`src/rtl/hdlc_rx_pkg.sv`:
```
// Shared types and constants for the HDLC frame receiver.
package hdlc_rx_pkg;

    // End-of-frame status code presented with done_valid.
    typedef enum logic [1:0] {
        ST_GOOD    = 2'd0,
        ST_CRC_BAD = 2'd1,
        ST_ABORT   = 2'd2,
        ST_FRAMING = 2'd3
    } frame_status_e;

    localparam logic [7:0] FLAG_PATTERN = 8'h7E;

endpackage

```
`src/rtl/hdlc_rx_linebits.sv`:
```
// Line-level bit processor.
// Keeps an 8-bit window of raw line bits. Matches the flag pattern on the
// raw window, detects abort runs and tags stuffed zeros as they enter.
// A bit leaves the window as data only if it entered inside a frame and was
// not a stuffed zero, so flag bits never reach the byte packer.
// Assumes: one line bit per cycle with bit_en high; first-sent bit enters first.
module hdlc_rx_linebits #(
    parameter int         WIN_W     = 8,
    parameter logic [7:0] FLAG_PAT  = 8'h7E,
    parameter int         STUFF_RUN = 5
) (
    input  logic clk,
    input  logic rst_n,
    input  logic bit_en,
    input  logic rx_bit,
    output logic data_take,
    output logic data_bit,
    output logic flag_evt,
    output logic abort_evt,
    output logic pre_run_vld
);
    localparam int RUN_MAX = STUFF_RUN + 2;
    localparam int RUN_W   = $clog2(RUN_MAX + 1);

    logic [WIN_W-1:0] win_bit_q;
    logic [WIN_W-1:0] win_vld_q;
    logic [WIN_W-1:0] win_next;
    logic [RUN_W-1:0] ones_q;
    logic             in_frame_q;
    logic             stuffed;
    logic             abort_hit;

    // Decode the window as it will look after this bit enters.
    always_comb begin
        win_next    = {win_bit_q[WIN_W-2:0], rx_bit};
        stuffed     = !rx_bit && (ones_q == RUN_W'(STUFF_RUN));
        abort_hit   = bit_en && rx_bit && (ones_q == RUN_W'(STUFF_RUN + 1));
        flag_evt    = bit_en && (win_next == FLAG_PAT);
        abort_evt   = abort_hit && in_frame_q;
        data_take   = bit_en && win_vld_q[WIN_W-1];
        data_bit    = win_bit_q[WIN_W-1];
        pre_run_vld = win_vld_q[WIN_W-2];
    end

    // Shift the raw window, its data tags, the ones run and the frame state.
    always_ff @(posedge clk) begin
        if (!rst_n) begin
            win_bit_q  <= '0;
            win_vld_q  <= '0;
            ones_q     <= '0;
            in_frame_q <= 1'b0;
        end else if (bit_en) begin
            win_bit_q <= win_next;
            if (flag_evt || abort_hit) begin
                win_vld_q <= '0;
            end else begin
                win_vld_q <= {win_vld_q[WIN_W-2:0], in_frame_q && !stuffed};
            end
            if (!rx_bit) begin
                ones_q <= '0;
            end else if (ones_q != RUN_W'(RUN_MAX)) begin
                ones_q <= ones_q + 1'b1;
            end
            if (flag_evt) begin
                in_frame_q <= 1'b1;
            end else if (abort_hit) begin
                in_frame_q <= 1'b0;
            end
        end
    end

    AST_HUNT_NO_TAKE: assert property (@(posedge clk) disable iff (!rst_n)
        !in_frame_q |-> !data_take);
    AST_FLAG_BITS_DROPPED: assert property (@(posedge clk) disable iff (!rst_n)
        flag_evt |=> !data_take);

endmodule

```
`src/rtl/hdlc_rx_fcs.sv`:
```
// Bit-serial check-sequence register.
// Shifts one data bit per step, bit-reflected. The register is preset at
// every frame boundary. match reports whether the value after this cycle's
// step equals the good-frame residue.
module hdlc_rx_fcs #(
    parameter int            FCS_W    = 16,
    parameter logic [15:0]   POLY_REV = 16'h8408,
    parameter logic [15:0]   PRESET   = 16'hFFFF,
    parameter logic [15:0]   RESIDUE  = 16'hF0B8
) (
    input  logic clk,
    input  logic rst_n,
    input  logic step,
    input  logic din,
    input  logic init,
    output logic match
);
    logic [FCS_W-1:0] crc_q;
    logic [FCS_W-1:0] crc_d;

    // Next register value and residue compare.
    always_comb begin
        crc_d = crc_q;
        if (step) begin
            crc_d = {1'b0, crc_q[FCS_W-1:1]} ^ ((crc_q[0] ^ din) ? POLY_REV : '0);
        end
        match = (crc_d == RESIDUE);
    end

    // Hold the register; preset it at frame boundaries.
    always_ff @(posedge clk) begin
        if (!rst_n || init) begin
            crc_q <= PRESET;
        end else begin
            crc_q <= crc_d;
        end
    end

    AST_PRESET_AFTER_INIT: assert property (@(posedge clk) disable iff (!rst_n)
        $past(init) |-> crc_q == PRESET);

endmodule

```
`src/rtl/hdlc_rx_deframe.sv`:
```
// Byte packer, check-sequence holdback and end-of-frame reporting.
// Packs data bits LSB first and delays bytes by FCS_BYTES plus one pending
// byte. The last payload byte can then be marked when the closing flag
// arrives. End-of-frame results go through a one-cycle finish stage, so the
// final byte never competes with a normal byte emission.
// Assumes: data_take never coincides with the cycle after flag_evt/abort_evt.
module hdlc_rx_deframe
    import hdlc_rx_pkg::*;
#(
    parameter int BYTE_W      = 8,
    parameter int FCS_BYTES   = 2,
    parameter int MIN_PAYLOAD = 2
) (
    input  logic              clk,
    input  logic              rst_n,
    input  logic              data_take,
    input  logic              data_bit,
    input  logic              flag_evt,
    input  logic              abort_evt,
    input  logic              pre_run_vld,
    input  logic              crc_match,
    output logic              out_valid,
    output logic [BYTE_W-1:0] out_data,
    output logic              out_last,
    output logic              done_valid,
    output frame_status_e     done_code
);
    localparam int BPOS_W = $clog2(BYTE_W);
    localparam int NEED   = MIN_PAYLOAD + FCS_BYTES;
    localparam int CNT_W  = $clog2(NEED + 1);
    localparam logic [BPOS_W-1:0] LAST_POS = BPOS_W'(BYTE_W - 1);

    logic [BYTE_W-1:0] asm_q, asm_n;
    logic [BYTE_W-1:0] hold_q [FCS_BYTES];
    logic [FCS_BYTES-1:0] hold_v_q;
    logic [BYTE_W-1:0] pend_q, pend_n;
    logic              pend_v_q, pend_v_n;
    logic [BPOS_W-1:0] bpos_q, bpos_n;
    logic [CNT_W-1:0]  nbytes_q, nbytes_n;
    logic              any_q, any_n;
    logic              byte_done, closing, abort_rep;
    frame_status_e     close_code;
    logic              fin_q, fin_tail_q;
    frame_status_e     fin_code_q;
    logic [BYTE_W-1:0] fin_data_q;

    // Assemble the next byte and work out the end-of-frame verdict.
    always_comb begin
        asm_n     = {data_bit, asm_q[BYTE_W-1:1]};
        byte_done = data_take && (bpos_q == LAST_POS);
        bpos_n    = data_take ? bpos_q + 1'b1 : bpos_q;
        any_n     = any_q || data_take;
        nbytes_n  = (byte_done && nbytes_q != CNT_W'(NEED)) ? nbytes_q + 1'b1 : nbytes_q;
        pend_n    = byte_done ? hold_q[FCS_BYTES-1] : pend_q;
        pend_v_n  = byte_done ? hold_v_q[FCS_BYTES-1] : pend_v_q;
        closing   = flag_evt && any_n;
        abort_rep = abort_evt && (any_n || pre_run_vld);
        if (bpos_n != '0 || nbytes_n != CNT_W'(NEED)) begin
            close_code = ST_FRAMING;
        end else if (crc_match) begin
            close_code = ST_GOOD;
        end else begin
            close_code = ST_CRC_BAD;
        end
    end

    // Byte packing and holdback pipeline, cleared at every frame boundary.
    always_ff @(posedge clk) begin
        if (!rst_n || flag_evt || abort_evt) begin
            asm_q    <= '0;
            bpos_q   <= '0;
            nbytes_q <= '0;
            any_q    <= 1'b0;
            hold_v_q <= '0;
            pend_v_q <= 1'b0;
            pend_q   <= '0;
            for (int i = 0; i < FCS_BYTES; i++) hold_q[i] <= '0;
        end else if (data_take) begin
            asm_q    <= asm_n;
            bpos_q   <= bpos_n;
            any_q    <= 1'b1;
            nbytes_q <= nbytes_n;
            if (byte_done) begin
                pend_q   <= pend_n;
                pend_v_q <= pend_v_n;
                hold_q[0] <= asm_n;
                for (int i = 1; i < FCS_BYTES; i++) hold_q[i] <= hold_q[i-1];
                hold_v_q <= {hold_v_q[FCS_BYTES-2:0], 1'b1};
            end
        end
    end

    // Finish stage: capture the verdict, then present status and final byte.
    always_ff @(posedge clk) begin
        if (!rst_n) begin
            fin_q      <= 1'b0;
            fin_tail_q <= 1'b0;
            fin_code_q <= ST_GOOD;
            fin_data_q <= '0;
        end else if (closing || abort_rep) begin
            fin_q      <= 1'b1;
            fin_code_q <= abort_rep ? ST_ABORT : close_code;
            fin_tail_q <= closing && (close_code != ST_FRAMING) && pend_v_n;
            fin_data_q <= pend_n;
        end else begin
            fin_q <= 1'b0;
        end
    end

    // Output register: normal byte emission or the finish-stage result.
    always_ff @(posedge clk) begin
        if (!rst_n) begin
            out_valid  <= 1'b0;
            out_data   <= '0;
            out_last   <= 1'b0;
            done_valid <= 1'b0;
            done_code  <= ST_GOOD;
        end else begin
            out_valid  <= 1'b0;
            out_last   <= 1'b0;
            done_valid <= 1'b0;
            if (byte_done && pend_v_q) begin
                out_valid <= 1'b1;
                out_data  <= pend_q;
            end
            if (fin_q) begin
                done_valid <= 1'b1;
                done_code  <= fin_code_q;
                if (fin_tail_q) begin
                    out_valid <= 1'b1;
                    out_last  <= 1'b1;
                    out_data  <= fin_data_q;
                end
            end
        end
    end

    AST_EMIT_AFTER_BIT: assert property (@(posedge clk) disable iff (!rst_n)
        (out_valid && !out_last) |-> $past(data_take));
    AST_FIN_QUIET: assert property (@(posedge clk) disable iff (!rst_n)
        fin_q |-> !data_take);
    AST_DONE_SINGLE: assert property (@(posedge clk) disable iff (!rst_n)
        done_valid |=> !done_valid);
    AST_LAST_NOT_FRAMING: assert property (@(posedge clk) disable iff (!rst_n)
        out_last |-> done_valid && done_code != ST_FRAMING && done_code != ST_ABORT);

endmodule

```
`src/rtl/hdlc_rx.sv`:
```
// HDLC frame receiver top.
// Chains the line-bit processor, the check-sequence register and the
// deframer. Assumes rx_bit is already synchronous to clk and that bit_en
// marks each line bit for exactly one cycle.
module hdlc_rx
    import hdlc_rx_pkg::*;
#(
    parameter int BYTE_W      = 8,
    parameter int FCS_BYTES   = 2,
    parameter int MIN_PAYLOAD = 2,
    parameter int STUFF_RUN   = 5
) (
    input  logic              clk,
    input  logic              rst_n,
    input  logic              bit_en,
    input  logic              rx_bit,
    output logic              out_valid,
    output logic [BYTE_W-1:0] out_data,
    output logic              out_last,
    output logic              done_valid,
    output logic [1:0]        done_code
);
    localparam int FCS_W = FCS_BYTES * BYTE_W;

    logic          data_take, data_bit, flag_evt, abort_evt, pre_run_vld;
    logic          crc_match;
    frame_status_e status;

    hdlc_rx_linebits #(
        .WIN_W     (8),
        .FLAG_PAT  (FLAG_PATTERN),
        .STUFF_RUN (STUFF_RUN)
    ) u_line (
        .clk         (clk),
        .rst_n       (rst_n),
        .bit_en      (bit_en),
        .rx_bit      (rx_bit),
        .data_take   (data_take),
        .data_bit    (data_bit),
        .flag_evt    (flag_evt),
        .abort_evt   (abort_evt),
        .pre_run_vld (pre_run_vld)
    );

    hdlc_rx_fcs #(
        .FCS_W (FCS_W)
    ) u_fcs (
        .clk   (clk),
        .rst_n (rst_n),
        .step  (data_take),
        .din   (data_bit),
        .init  (flag_evt || abort_evt),
        .match (crc_match)
    );

    hdlc_rx_deframe #(
        .BYTE_W      (BYTE_W),
        .FCS_BYTES   (FCS_BYTES),
        .MIN_PAYLOAD (MIN_PAYLOAD)
    ) u_deframe (
        .clk         (clk),
        .rst_n       (rst_n),
        .data_take   (data_take),
        .data_bit    (data_bit),
        .flag_evt    (flag_evt),
        .abort_evt   (abort_evt),
        .pre_run_vld (pre_run_vld),
        .crc_match   (crc_match),
        .out_valid   (out_valid),
        .out_data    (out_data),
        .out_last    (out_last),
        .done_valid  (done_valid),
        .done_code   (status)
    );

    assign done_code = status;

endmodule

```
`config.mk`:
```
export PLATFORM = sky130hd
export DESIGN_NAME = hdlc_rx
export DESIGN_NICKNAME = d
export VERILOG_FILES = /design/src/rtl/hdlc_rx_pkg.sv /design/src/rtl/hdlc_rx_linebits.sv /design/src/rtl/hdlc_rx_fcs.sv /design/src/rtl/hdlc_rx_deframe.sv /design/src/rtl/hdlc_rx.sv
export SDC_FILE = /design/constraint.sdc
export NUM_CORES = 1
export LEC_CHECK = 0
export BUFFER_PORTS_ARGS = -buffer_cell sky130_fd_sc_hd__clkbuf_2
export CAP_MARGIN = 20
export CORE_ASPECT_RATIO = 1.1
export CORE_UTILIZATION = 55
export CTS_CLUSTER_DIAMETER = 60
export DETAILED_ROUTE_END_ITERATION = 10
export GPL_TIMING_DRIVEN = 0
export PLACE_DENSITY = 0.81
export SYNTH_ARGS = -nofsm -noshare
export SYNTH_HDL_FRONTEND = slang
export SYNTH_SLANG_ARGS = --single-unit
```
`constraint.sdc`:
```
create_clock -name clk -period 2.3 [get_ports clk]
set_clock_uncertainty 0.15 [all_clocks]
set_input_delay 0.345 -clock clk [delete_from_list [all_inputs] [get_ports clk]]
set_output_delay 0.345 -clock clk [all_outputs]
set_load 0.1 [all_outputs]
```
== Word-level counts from Yosys, hierarchy flattened ==
Memories as Yosys holds them, arrays and structs flattened.
Index checks and enable logic that the tools add are counted.

* Add/subtract/negate cells: 3
* Eq/ne operators: 10
* Mux-type cells: 31
* Bitwise logic cells: 4
* Reduce and logical (&&, ||, !) cells: 32

{| class="wikitable"
|+ Operators with widths
! operator !! number
|-
| 8-bit 2-to-1 mux || 7
|-
| 16-bit 2-to-1 mux || 2
|-
| 16-bit == test, second input constant || 1
|-
| 1-bit 2-to-1 mux || 16
|-
| 15-bit by 16-bit bitwise XOR with 16-bit output || 1
|-
| 1-bit logical AND || 14
|-
| 3-bit 2-to-1 mux || 4
|-
| 3-bit by 1-bit adder with 3-bit output, second input constant || 3
|-
| 3-bit == test, second input constant || 3
|-
| 1-bit logical OR || 9
|-
| 3-bit != test, second input constant || 3
|-
| 8-bit by 7-bit == test with 1-bit output, second input constant || 1
|-
| 2-bit AND reduction || 4
|-
| 2-bit 2-to-1 mux || 2
|-
| 1-bit zero test || 3
|-
| 3-bit nonzero test || 1
|-
| 2-bit by 1-bit != test with 1-bit output, second input constant || 1
|-
| 2-bit != test, second input constant || 1
|-
| 1-bit OR || 2
|-
| 2-bit nonzero test || 1
|-
| 1-bit bitwise XOR || 1
|}

* Register bits: 87
* Memory bits (writable): 16
* Input port bits: 4
* Word-level logic and storage cells: 102
* Memories kept: 1

{| class="wikitable"
|+ Memories
! memory !! depth !! width !! rd ports !! clocked after Yosys merged registers in !! write ports !! line !! text
|-
| u_deframe.hold_q || 2 || 8 || 2 || 0 || 2 || hdlc_rx_deframe.sv:34 || <nowiki>logic [BYTE_W-1:0] hold_q [FCS_BYTES];</nowiki>
|}

== Logic depth before layout (Yosys ltp) ==
Gate-level depths: netlist (run 1).

* Depth after elaboration: 10
* Mapped depth: 8

== By module ==
Synthesis (run 1) repeated with hierarchy kept, for this count alone.

* Cell total of the unflattened synthesis: 404
* Area, all modules: 4245.3 µm²

{| class="wikitable"
|+ Modules (own cells, without submodules)
! module !! times used !! cells an instance !! area each (µm²) !! sequential area each (µm²)
|-
| hdlc_rx_deframe || 1 || 234 || 2615.0 || 1481.4
|-
| hdlc_rx_linebits || 1 || 97 || 932.1 || 400.4
|-
| hdlc_rx_fcs || 1 || 72 || 691.9 || 320.3
|-
| hdlc_rx || 1 || 1 || 6.3 || 0.0
|}

== Least setup slack after synthesis (run 1) ==
No wires, ideal clock.

* Path kind: reg2reg
* Start point: register u_line.win_bit_q[6]
* End point: memory u_deframe.hold_q[0][0] (enable)
* Data arrival time: 1.942 ns
* Data required time: 1.778 ns
* Slack: -0.164 ns
* Cell stages (with the launch flop): 8
* Path buffers: 3
* Clock period less this slack: 2.464 ns
* Path through: dfxtp_1 -> nand4b_1 -> or4b_1 -> buf_2 -> and3_1 -> buf_6 -> buf_2 -> nand2_1

{| class="wikitable"
|+ RTL lines
! element !! line !! text
|-
| start, declared || hdlc_rx_linebits.sv:25 || <nowiki>logic [WIN_W-1:0] win_bit_q;</nowiki>
|-
| start signal, assigned || hdlc_rx_linebits.sv:53 || <nowiki>win_bit_q <= win_next;</nowiki>
|-
| end, declared || hdlc_rx_deframe.sv:34 ||
|}

== Worst setup path in the final report (run 1) ==
* Start point: register u_deframe.bpos_q[0]
* End point: register u_deframe.fin_code_q[0]

* Cells in the longest elaborated chain, start to end: 8
* Elaborated cells on any way between the ends: 11

{| class="wikitable"
|+ RTL lines
! element !! line !! text
|-
| start, declared || hdlc_rx_deframe.sv:38 || <nowiki>logic [BPOS_W-1:0] bpos_q, bpos_n;</nowiki>
|-
| start signal, assigned || hdlc_rx_deframe.sv:80 || <nowiki>bpos_q <= bpos_n;</nowiki>
|-
| branches (longest 5 deep; another with 3-bit by 1-bit adder with 3-bit output) || - ||
|-
| 1-bit logical OR * || hdlc_rx_deframe.sv:58 || <nowiki>if (bpos_n != '0 || nbytes_n != CNT_W'(NEED)) begin</nowiki>
|-
| 2-bit 2-to-1 mux * || hdlc_rx_deframe.sv:58 ||
|-
| 2-bit 2-to-1 mux * || hdlc_rx_deframe.sv:102 || <nowiki>fin_code_q <= abort_rep ? ST_ABORT : close_code;</nowiki>
|-
| end signal, assigned || hdlc_rx_deframe.sv:102 ||
|-
| end, declared || hdlc_rx_deframe.sv:44 || <nowiki>frame_status_e fin_code_q;</nowiki>
|}

Every way passes the cells marked *.
A chain may end at the register's enable or synchronous reset.

==> results of run 1 <==
-- per-stage QoR --
stage	setup TNS, ns	hold slack [ns]	std cells	power [mW]	util [%]
6_report	0	0.2328	557	3.056	63.10
5_1_grt	-0.01012	0.2687	557	3.160	63.10
4_1_cts	0	0.2246	555	3.069	62.53
3_5_place_dp	-7.571	0.3009	537	1.957	58.91
3_3_place_gp	-6.458	0.2880	537	1.954	58.91
2_1_floorplan	0	0.2819	434	1.928	-
-- critical path, delay by kind of cell, from the launching register on --
family / cells / cell delay [ns]
adders and majority gates: 2 / 0.48
DFF: 1 / 0.34
AOI/OAI and AO/OA: 4 / 0.90
and+or+nand+nor: 1 / 0.26
-- cell type report --
cell class / instances / area [µm²] / share of cell area, %
Clock inverter: 7 / 72.57 / 1.547
Inverter: 7 / 26.28 / 0.5603
Multi-Input combinational cell: 296 / 1879 / 40.07
Buffer: 30 / 170.2 / 3.629
Sequential cell: 102 / 2206 / 47.04
Clock buffer: 9 / 123.9 / 2.641
Tap cell: 87 / 108.9 / 2.321
Timing Repair Buffer: 19 / 102.6 / 2.188
-- per-layer routing --
metal / track usage (%) / up-vias / wire length [µm]
met1: 27.81 / 1493 / 3710
met4: 9.463 / 0 / 155
met3: 4.501 / 14 / 356
met5: 0 / - / 0
li1: - / 1578 / -
met2: 38.31 / 56 / 4029
-- Yosys cell counts (2+ instances only) --
cell type	instances	area, µm²
nor2_1	15	56.30
and2_1	4	25.02
nand3_1	31	155.2
o21ai_0	2	10.01
nor2b_1	29	181.4
nand4b_1	5	43.79
xnor2_1	2	17.52
xor2_1	2	17.52
nand2_1	76	285.3
edfxtp_1	16	480.5
nand2b_1	3	18.77
mux2i_1	19	190.2
o211ai_1	6	45.04
ha_1	8	100.1
nor3_1	4	20.02
a21boi_0	4	30.03
a32o_1	2	20.02
o211a_1	16	160.2
clkbuf_1	18	67.56
a21oi_1	24	120.1
nand4_1	2	12.51
buf_6	3	33.78
a211oi_1	3	22.52
and3_1	21	131.4
dfxtp_1	86	1722
a31oi_1	3	18.77
buf_2	7	35.03
nand3b_1	3	22.52
inv_1	7	26.28
-- how the worst max path moves through the flow --
stage	to	startpoint	slack (ns)	cells past startpoint
after global routing	u_deframe.fin_code_q[0]	u_deframe.bpos_q[0]	-0.01	7
after floorplan	u_deframe.hold_q[0][0]	u_line.win_bit_q[6]	0.01	7
after detailed placement	u_deframe.hold_q[0][12]	bit_en	-0.39	8
final	u_deframe.fin_code_q[0]	u_deframe.bpos_q[0]	0.06	7
after CTS	u_deframe.hold_q[0][4]	u_line.win_bit_q[6]	0.02	7
after global placement	u_deframe.hold_q[0][12]	bit_en	-0.34	8
-- state kept, by name, summed over array words and instances, names as in the netlist, 2 cells and up --
signal                count
u_deframe.hold_v_q        2
u_deframe.bpos_q          3
u_line.ones_q             3
u_deframe.done_code       2
u_line.win_bit_q          8
u_deframe.out_data        8
u_deframe.nbytes_q        3
u_deframe.fin_data_q      8
u_deframe.fin_code_q      2
u_deframe.pend_q          8
u_line.win_vld_q          8
u_fcs.crc_q              16
u_deframe.asm_q           7
u_deframe.hold_q         16
-- what timing repair did --
action                     CTS  global route
buffers inserted             1             2
setup endpoints to repair   18            30
gates resized for setup     10            11
cloned                       1             0
pin swaps                    2             3
hold buffers                 0             0
-- cell families (layout without fill, tap and decap cells) --
| group | Yosys count | after routing | synth area share (%) |
|---|---|---|---|
| XOR/XNOR | 4 | 4 | 0.8370 |
| adder cells (fa/ha/maj) | 8 | 8 | 2.391 |
| AND/OR/NAND/NOR | 198 | 199 | 23.85 |
| AO/OA/AOI/OAI | 66 | 66 | 11.63 |
| flip-flops | 102 | 102 | 52.60 |
| multiplexers | 19 | 19 | 4.543 |
| buffers and inverters | 37 | 72 | 4.154 |
-- where the power goes --
part,internal [mW],total (mW),switching (mW)
Clock,0.507,1.13,0.628
Combinational,0.0304,0.0893,0.0590
Sequential,1.82,1.83,0.00664
==> metrics.md, run 1 <==
| Metric | Value |
|---|---|
| Min-Delay Path Class | `primary input to flop` |
| Max Clock Freq | `between 0.4 and 0.5 GHz` |
| Fraction of the yosys area taken by sequential cells | `a little over half` |
| Drt wl/cell | `around 15 µm` |
| Largest net degree at the start of global routing | `18` |
| Syn_nets | `approximately 450` |
| Crit. End Element | `flop` |
| Post-Route WL | `a little over 8000 µm` |
| Count of final max-slew check failures | `0` |
| Design Area, Final | `4690 µm²` |
| Synth cell types | `42` |
| ANT nets after route | `0` |
| H-Tree Depth | `3` |
| Gpl congestion | `about 0.79` |
| Hold path depth | `3` |
| TritonCTS clock tree | `yes` |
| Worst Hold End | `u_line.win_bit_q[0]` |
| Vias | `about 3100` |
| Area of the core | `7432 µm²` |
| Worst-Skew Late Latency | `between 0.3 and 0.4 ns` |
| Reg2reg path depth | `7` |
| YS warnings | `0` |
| Status | `complete, no violations` |
| Sink Count | `102` |
| WS Path Type | `flop to flop` |
| Antenna violations before repair | `0` |
| Final hold vios | `0` |
| Slew margin rel. | `around 58%` |
| Post-layout nets | `477` |
| Most frequent cells in the layout | `dfxtp_1 (83), nand2_1 (75), nand3_1 (31)` |
| Top FF cell, synth | `dfxtp_1` |
| Buffers on Ports | `16` |
| # diodes | `0` |
| FF-to-FF setup slack | `0.06 ns` |
| Cell area after synthesis | `between 4000 and 5000 µm²` |
| CP Cell Sequence | `ha_1 -> ha_2 -> nor4bb_2 -> o211ai_1 -> a211oi_4 -> o2111ai_2 -> a32o_1` |
| Number of flops mapped to enable cells by yosys | `16` |
| Clock Root Buffer | `clkbuf_8` |
| Power Density | `~650 nW/µm²` |
| First-pass GRT wire length | `13920 µm` |
| Commonest non-fill, non-tap cell in the layout | `dfxtp_1` |
| Initial DRT Pass Iterations | `4` |
| Post-DP HPWL | `approximately 5600 µm` |
| Async SR Flop Fraction | `0%` |
| Fillers | `~580` |
| Die Span Y | `slightly above 90 µm` |
| Initial drt markers | `roughly 140` |
| Measured slew at the worst slew-check pin | `~0.63 ns` |
| Die area | `approximately 8000 µm²` |
| Synth Instances | `between 400 and 500` |
| Vias per std cell | `between 5 and 6` |
| Slowest stage cell, crit path | `dfxtp_2` |
| Vias in the first global route | `between 3000 and 4000` |
| Slowest cell delay on critical path | `around 0.34 ns` |
| Yosys reg bits | `102` |
| Area Growth Syn to Fin | `12.01%` |
| Starting density of the core | `a little under three fifths` |
| I/O pins | `17` |
| Clock buffer count from CTS | `9` |
| Critical R2R Launch | `u_deframe.bpos_q[0]` |
| Worst EP required | `around 2.4 ns` |
| Final Critical Period | `between 2 and 2.5 ns` |
| VDD IR-drop max | `between 300 and 400 µV` |
| Syn Area/Cell | `9.646 µm²` |
| DRC viols | `0` |
| CTS max path bufs | `2` |
| Area of placed instances | `~4400 µm²` |
| Place WS | `-0.3923 ns` |
| Final worst-path cycle share | `a little over nine tenths` |
| Final WS setup | `around 0.057 ns` |
| Setup-failing EPs final | `0` |
| DIE WIDTH | `approximately 85 µm` |
| Worst-path clk slew | `~0.1 ns` |
| Max-cap violation count | `0` |
| Tot GR Track Use | `between 20% and 30%` |
| CP max FO | `3` |
| Setup crit start kind | `flop` |
| RR Endpoint | `u_deframe.fin_code_q[0]` |
| Worst hold start | `rx_bit` |
| Layout cell share with drive strength beyond 1 | `roughly 13%` |
| Site row count | `33` |
| Leakage power | `approximately 2.0 nW` |
| Crit path DAT | `2.35 ns` |
| Gr ovfl total | `0` |
Power figures use the tool's default switching activity.
==> run 2, diff against run 1 <==
- BUFFER_PORTS_ARGS: -buffer_cell sky130_fd_sc_hd__clkbuf_2 -> unset
- CORE_UTILIZATION: 55 -> 56
- DONT_BUFFER_PORTS: unset -> 1
- HOLD_SLACK_MARGIN: unset -> 0.06
- PLACE_DENSITY: 0.81 -> 0.8
==> run 2 against run 1 <==
  * The flow now finishes with violations (design-rule violations)
  * Final cell count shrank 3.2%
  * Combinational power shrank 6.6%
  * Maximum frequency shrank 0.60%
  * Die area shrank 1.7%
  * Flip-flop and latch count is the same
  * Global-route usage shrank 0.36 points
  * Worst hold slack lost 0.11 ns
  * Worst setup slack lost 0.014 ns
  * Routed wire length shrank 3.4%
  * Core utilization grew 1.2 points
  * Largest cell class unchanged
==> metrics.md, run 2 (synthesized netlist as in run 1, its figures left out) <==
| Metric | Value |
|---|---|
| Status | `finished with violations` |
| Violated checks | `design-rule violations` |
| Clock buffer count from CTS | `9` |
| Critical R2R Launch | `u_deframe.bpos_q[0]` |
| Count of final max-slew check failures | `0` |
| Post-DP HPWL | `5403 µm` |
| Setup crit start kind | `flop` |
| Layout cell share with drive strength beyond 1 | `8.811%` |
| Initial DRT Pass Iterations | `8` |
| FF-to-FF setup slack | `between 0.04 and 0.05 ns` |
| Clock Root Buffer | `clkbuf_8` |
| Routed wl met3 | `234 µm` |
| Vias in the first global route | `2995` |
| CP max FO | `3` |
| Setup-failing EPs final | `0` |
| Vias per std cell | `~5.7` |
| Commonest non-fill, non-tap cell in the layout | `dfxtp_1` |
| Drt wl/cell | `~15 µm` |
| Buffers on Ports | `0` |
| RR Endpoint | `u_deframe.fin_code_q[0]` |
| Hold path depth | `2` |
| Most frequent cells in the layout | `dfxtp_1 (84), nand2_1 (75), nand3_1 (31)` |
| Reg2reg path depth | `7` |
| I/O pins | `17` |
| VDD IR-drop max | `around 320 µV` |
| DRC viols | `9` |
| Top Registers | `u_deframe.hold_q x16, u_fcs.crc_q x16` |
| Highest routed layer | `met4` |
| WHS | `0.1186 ns` |
| Fillers | `roughly 560` |
| Sink Count | `about 100` |
| Seq. cell area | `2205 µm²` |
| Final worst-path cycle share | `approximately 98%` |
| Min-Delay Path Class | `primary input to flop` |
| M1 wire length | `~3700 µm` |
| Starting density of the core | `58.74%` |
| WS Path Type | `flop to flop` |
| Max-cap violation count | `0` |
| Final Critical Period | `around 2.3 ns` |
| Largest net degree at the start of global routing | `19` |
| Leakage power | `1.929 nW` |
| Post-layout nets | `~460` |
| Gr ovfl total | `0` |
| Setup_tns | `0 ns` |
| Vias | `roughly 3000` |
| Worst EP required | `~2.4 ns` |
| Measured slew at the worst slew-check pin | `between 0.9 and 1 ns` |
| WL met2 | `a little under 4000 µm` |
| Worst Hold End | `u_deframe.fin_code_q[1]` |
| TritonCTS clock tree | `yes` |
| Design Area, Final | `between 4000 and 5000 µm²` |
| Util after Layout | `between 60% and 70%` |
| Antenna violations before repair | `0` |
| Post-Route WL | `between 7000 and 8000 µm` |
| Crit path DAT | `2.37 ns` |
| Slew margin rel. | `between 30% and 40%` |
| Final Non-Filler Cells | `between 500 and 600` |
| Multi-input gate area | `1876 µm²` |
| Crit path launch | `u_deframe.bpos_q[0]` |
| Worst hold start | `bit_en` |
| Tot GR Track Use | `between 20% and 30%` |
| Area Growth Syn to Fin | `9.384%` |
| Area of placed instances | `4295 µm²` |
| Worst-path clk slew | `0.10 ns` |
| First-pass GRT wire length | `roughly 14000 µm` |
| Site row count | `32` |
| Area of the core | `between 7000 and 8000 µm²` |
| Worst-Skew Late Latency | `~0.37 ns` |
| ANT nets after route | `0` |
| Final hold vios | `0` |
| Placed Cells | `just over 500` |
| DIE WIDTH | `roughly 84 µm` |
| # diodes | `0` |
| CTS max path bufs | `2` |
| Crit. End Element | `flop` |
| Die Span Y | `approximately 93 µm` |
| Unrepaired setup endpoints after global routing | `no` |
| Die area | `roughly 8000 µm²` |
| Max Clock Freq | `0.4431 GHz` |
| H-Tree Depth | `3` |
| Power Density | `roughly 650 nW/µm²` |
| Gpl congestion | `approximately 0.83` |
| Initial drt markers | `~130` |
run 2: worst max-delay path by stage:
stage	end	slack (ns)
after floorplan	u_deframe.hold_q[0][0]	0.01
after global placement	u_deframe.fin_code_q[0]	-0.35
after detailed placement	u_deframe.fin_code_q[0]	-0.35
after CTS	u_deframe.fin_code_q[0]	-0.008
after global routing	u_deframe.hold_q[0][14]	0.01
final	u_deframe.fin_code_q[0]	0.04
run 2: layer usage:
layer / track usage [%] / up-vias
met4: 9.605 / 0
met5: 0 / -
met2: 37.50 / 53
met3: 3.387 / 8
met1: 28.26 / 1459
li1: - / 1539
run 2: layout make-up:
type	instances	area share, %
tap	85	2.322
sequential	102	48.14
multi-input combinational	296	40.96
buffer	30	3.552
clock inverter	7	1.202
clock buffer	9	2.705
timing repair buffer	3	0.5464
inverter	7	0.5738
run 2: power breakdown:
group	switching [mW]	internal, mW
sequential	0.00670	1.82
combinational	0.0538	0.0296
clock	0.637	0.405
total	0.698	2.26
run 2: per-stage QoR:
step                      worst slack, ns  total power [mW]
final                             0.04316             2.957
after global routing              0.01171             3.063
after CTS                       -0.007536             2.985
after detailed placement          -0.3535             1.949
after global placement            -0.3521             1.947
after floorplan                   0.01111             1.928
run 2: critical path, stage by stage (launching register included):
cell	delay [ns]
dfxtp_2	0.34
ha_1	0.22
ha_4	0.22
nor4bb_1	0.31
o211ai_1	0.16
a211oi_2	0.33
o2111ai_2	0.19
a32o_1	0.24
run 2: repair_timing:
item | CTS | global route
hold buffers | 1 | 0
endpoints found under the setup margin | 17 | 28
endpoints found under the hold margin | 3 | 0
pin swaps | 2 | 5
buffers inserted | 1 | 1
gates cloned | 1 | 0
resized for setup | 9 | 7
==> run 3, diff against run 2 <==
- SYNTH_HIERARCHICAL: unset -> 1
==> run 3 against run 2 <==
  * The run now ends clean
  * Combinational power fell by 14%
  * Maximum frequency rose by 1.3%
  * Register-to-register slack improved by 0.07 ns
  * Via count down 7.5%
  * Critical path depth is 1 lower
  * First-iteration DRC count increased by 16%
  * Clock-buffer cell count did not move
  * Flip-flop and latch count unchanged
  * Routed wire length fell by 6.9%
  * Critical path type is now primary input to flop
  * Critical endpoint is now u_deframe/fin_code_q[1]
==> metrics.md, run 3 <==
| Metric | Value |
|---|---|
| H-Tree Depth | `3` |
| Slowest cell delay on critical path | `0.52 ns` |
| Die area | `about 7900 µm²` |
| Number of flops mapped to enable cells by yosys | `16` |
| Initial DRT Pass Iterations | `4` |
| YS warnings | `6` |
| WS Path Type | `primary input to flop` |
| Antenna violations before repair | `0` |
| Die Span Y | `~93 µm` |
| RR Endpoint | `u_deframe/fin_code_q[0]` |
| Site row count | `32` |
| Area of the core | `~7200 µm²` |
| Power Density | `about 650 nW/µm²` |
| Initial drt markers | `roughly 150` |
| Critical R2R Launch | `u_line/ones_q[0]` |
| Worst EP required | `2.40 ns` |
| Crit path depth | `6` |
| Area Growth Syn to Fin | `9.549%` |
| Largest net degree at the start of global routing | `22` |
| Most instantiated cells after synthesis | `dfxtp_1 (86), nand2_1 (51), mux2i_1 (46), nor2_1 (27), and2_1 (21)` |
| Clock buffer count from CTS | `9` |
| CP max FO | `12` |
| Vias | `roughly 2800` |
| First-pass GRT wire length | `between 10000 and 15000 µm` |
| Status | `complete, no violations` |
| Layout cell share with drive strength beyond 1 | `11.29%` |
| DRC viols | `0` |
| Synth top area share | `about two fifths` |
| Final worst-path cycle share | `around 97%` |
| Setup crit start kind | `primary input` |
| CP Cell Sequence | `dlygate4sd3_1 -> nand2_1 -> nor4_4 -> buf_4 -> or3b_2 -> o221a_2` |
| Pwr Total | `3.032 mW` |
| WHS | `between 0.08 and 0.09 ns` |
| Starting density of the core | `around three fifths` |
| Clock Root Buffer | `clkbuf_8` |
| Most frequent cell after synthesis | `dfxtp_1` |
| Async SR Flop Fraction | `0%` |
| Worst-path clk slew | `0.11 ns` |
| Crit. End Element | `flop` |
| Sink Count | `102` |
| DIE WIDTH | `around 85 µm` |
| FF-to-FF setup slack | `between 0.1 and 0.15 ns` |
| Post-DP HPWL | `5028 µm` |
| Util after Layout | `roughly 65%` |
| Setup-failing EPs final | `0` |
| CTS max path bufs | `2` |
| Synth Instances | `about 400` |
| Reg2reg path depth | `9` |
| Yosys reg bits | `just over 100` |
| ANT nets after route | `0` |
| Final Critical Period | `2.229 ns` |
| Top Registers | `u_deframe/hold_q x16, u_fcs/crc_q x16` |
| Crit path to | `u_deframe/fin_code_q[1]` |
| Syn Area/Cell | `~11 µm²` |
| Crit path DAT | `2.33 ns` |
| Max-cap violation count | `0` |
| Commonest non-fill, non-tap cell in the layout | `dfxtp_1` |
| Crit path launch | `bit_en` |
| Min-Delay Path Class | `primary input to flop` |
| Vias per std cell | `5.549` |
| Vias in the first global route | `2800` |
| Buf/Inv on CP | `2` |
| Top area cells in the synthesized netlist | `dfxtp_1 (41%), edfxtp_1 (11%), mux2i_1 (11%)` |
| Hold path depth | `2` |
| Syn_nets | `roughly 420` |
| Critical path's top delay family | `simple AND/OR/NAND/NOR gates` |
| Setup_tns | `0 ns` |
| Fraction of the yosys area taken by sequential cells | `between 50% and 60%` |
| Drt wl/cell | `roughly 15 µm` |
| Tot GR Track Use | `20.78%` |
| # diodes | `0` |
| Slew margin rel. | `between 30% and 40%` |
| Top FF cell, synth | `dfxtp_1` |
| Synth cell types | `46` |
| Worst-Skew Late Latency | `about 0.37 ns` |
| TritonCTS clock tree | `yes` |
| Measured slew at the worst slew-check pin | `0.9741 ns` |
| Buffers on Ports | `0` |
| Cell area after synthesis | `~4200 µm²` |
| Post-Route WL | `approximately 7400 µm` |
| Final hold vios | `0` |
| Worst hold start | `rx_bit` |
| Gpl congestion | `0.8464` |
| Leakage power | `2.050 nW` |
| I/O pins | `17` |
| Most frequent cells in the layout | `dfxtp_1 (85), nand2_1 (51), mux2i_1 (46)` |
| Slowest stage cell, crit path | `dlygate4sd3_1` |
| VDD IR-drop max | `between 300 and 400 µV` |
| Synth area leader | `dfxtp_1` |
| Post-layout nets | `approximately 430` |
| Gr ovfl total | `0` |
| Count of final max-slew check failures | `0` |
| Max Clock Freq | `about 0.45 GHz` |
==> run 3: metrics by stage <==
stage          setup slack (ns)  instances  cell area (µm²)
6_report                0.07110        510             4651
5_1_grt                -0.02440        510             4651
4_1_cts                 0.05467        510             4627
3_5_place_dp            -0.3256        489             4352
3_3_place_gp            -0.2861        489             4352
2_1_floorplan            0.1082        404             4245
==> run 3: repair_timing <==
item | 4_1_cts | 5_1_grt
resized for setup | 6 | 8
hold buffers | 4 | 0
hold endpoints to repair | 4 | 0
endpoints found under the setup margin | 57 | 29
buffers inserted | 1 | 0
pin swaps | 1 | 0
==> run 3: worst min path at each step <==
stage                                      to  slack (ns)
after detailed placement  u_line/win_vld_q[7]        0.29
after global placement    u_line/win_vld_q[0]        0.28
after floorplan           u_line/win_vld_q[7]        0.27
after CTS                 u_line/win_vld_q[0]        0.08
final                     u_line/win_vld_q[0]        0.09
after global routing         u_line/ones_q[2]        0.13
==> run 3: power breakdown <==
group / leakage, nW / internal, mW / switching, mW
Sequential: 0.852 / 1.82 / 0.00643
Combinational: 1.09 / 0.0262 / 0.0452
Clock: 0.105 / 0.440 / 0.691
==> run 3: kinds of logic (layout without fill, tap and decap cells) <==
logic type	after synthesis	after routing	synth area share, %
adders and majority gates	8	8	2.358
xor gates and xnor gates	5	5	1.208
DFF	102	102	51.87
muxes	46	46	10.85
and+or+nand+nor	150	150	18.63
AOI/OAI and AO/OA	56	56	10.93
buffers and inverters	37	58	4.155
==> run 3: final cells by class <==
class	count	area (µm²)
Tap cell	85	106.4
Sequential cell	102	2203
Inverter	15	56.30
Multi-Input combinational cell	265	1899
Buffer	22	127.6
Clock inverter	7	86.33
Timing Repair Buffer	5	47.55
Fill cell	565	2516
Clock buffer	9	123.9
==> run 3: per-layer routing <==
| layer | up-vias | global-route usage [%] | wire [µm] |
|---|---|---|---|
| met4 | 0 | 8.898 | 89 |
| li1 | 1428 | - | - |
| met2 | 48 | 35.75 | 3590 |
| met5 | - | 0 | 0 |
| met3 | 8 | 3.530 | 192 |
| met1 | 1346 | 25.68 | 3550 |
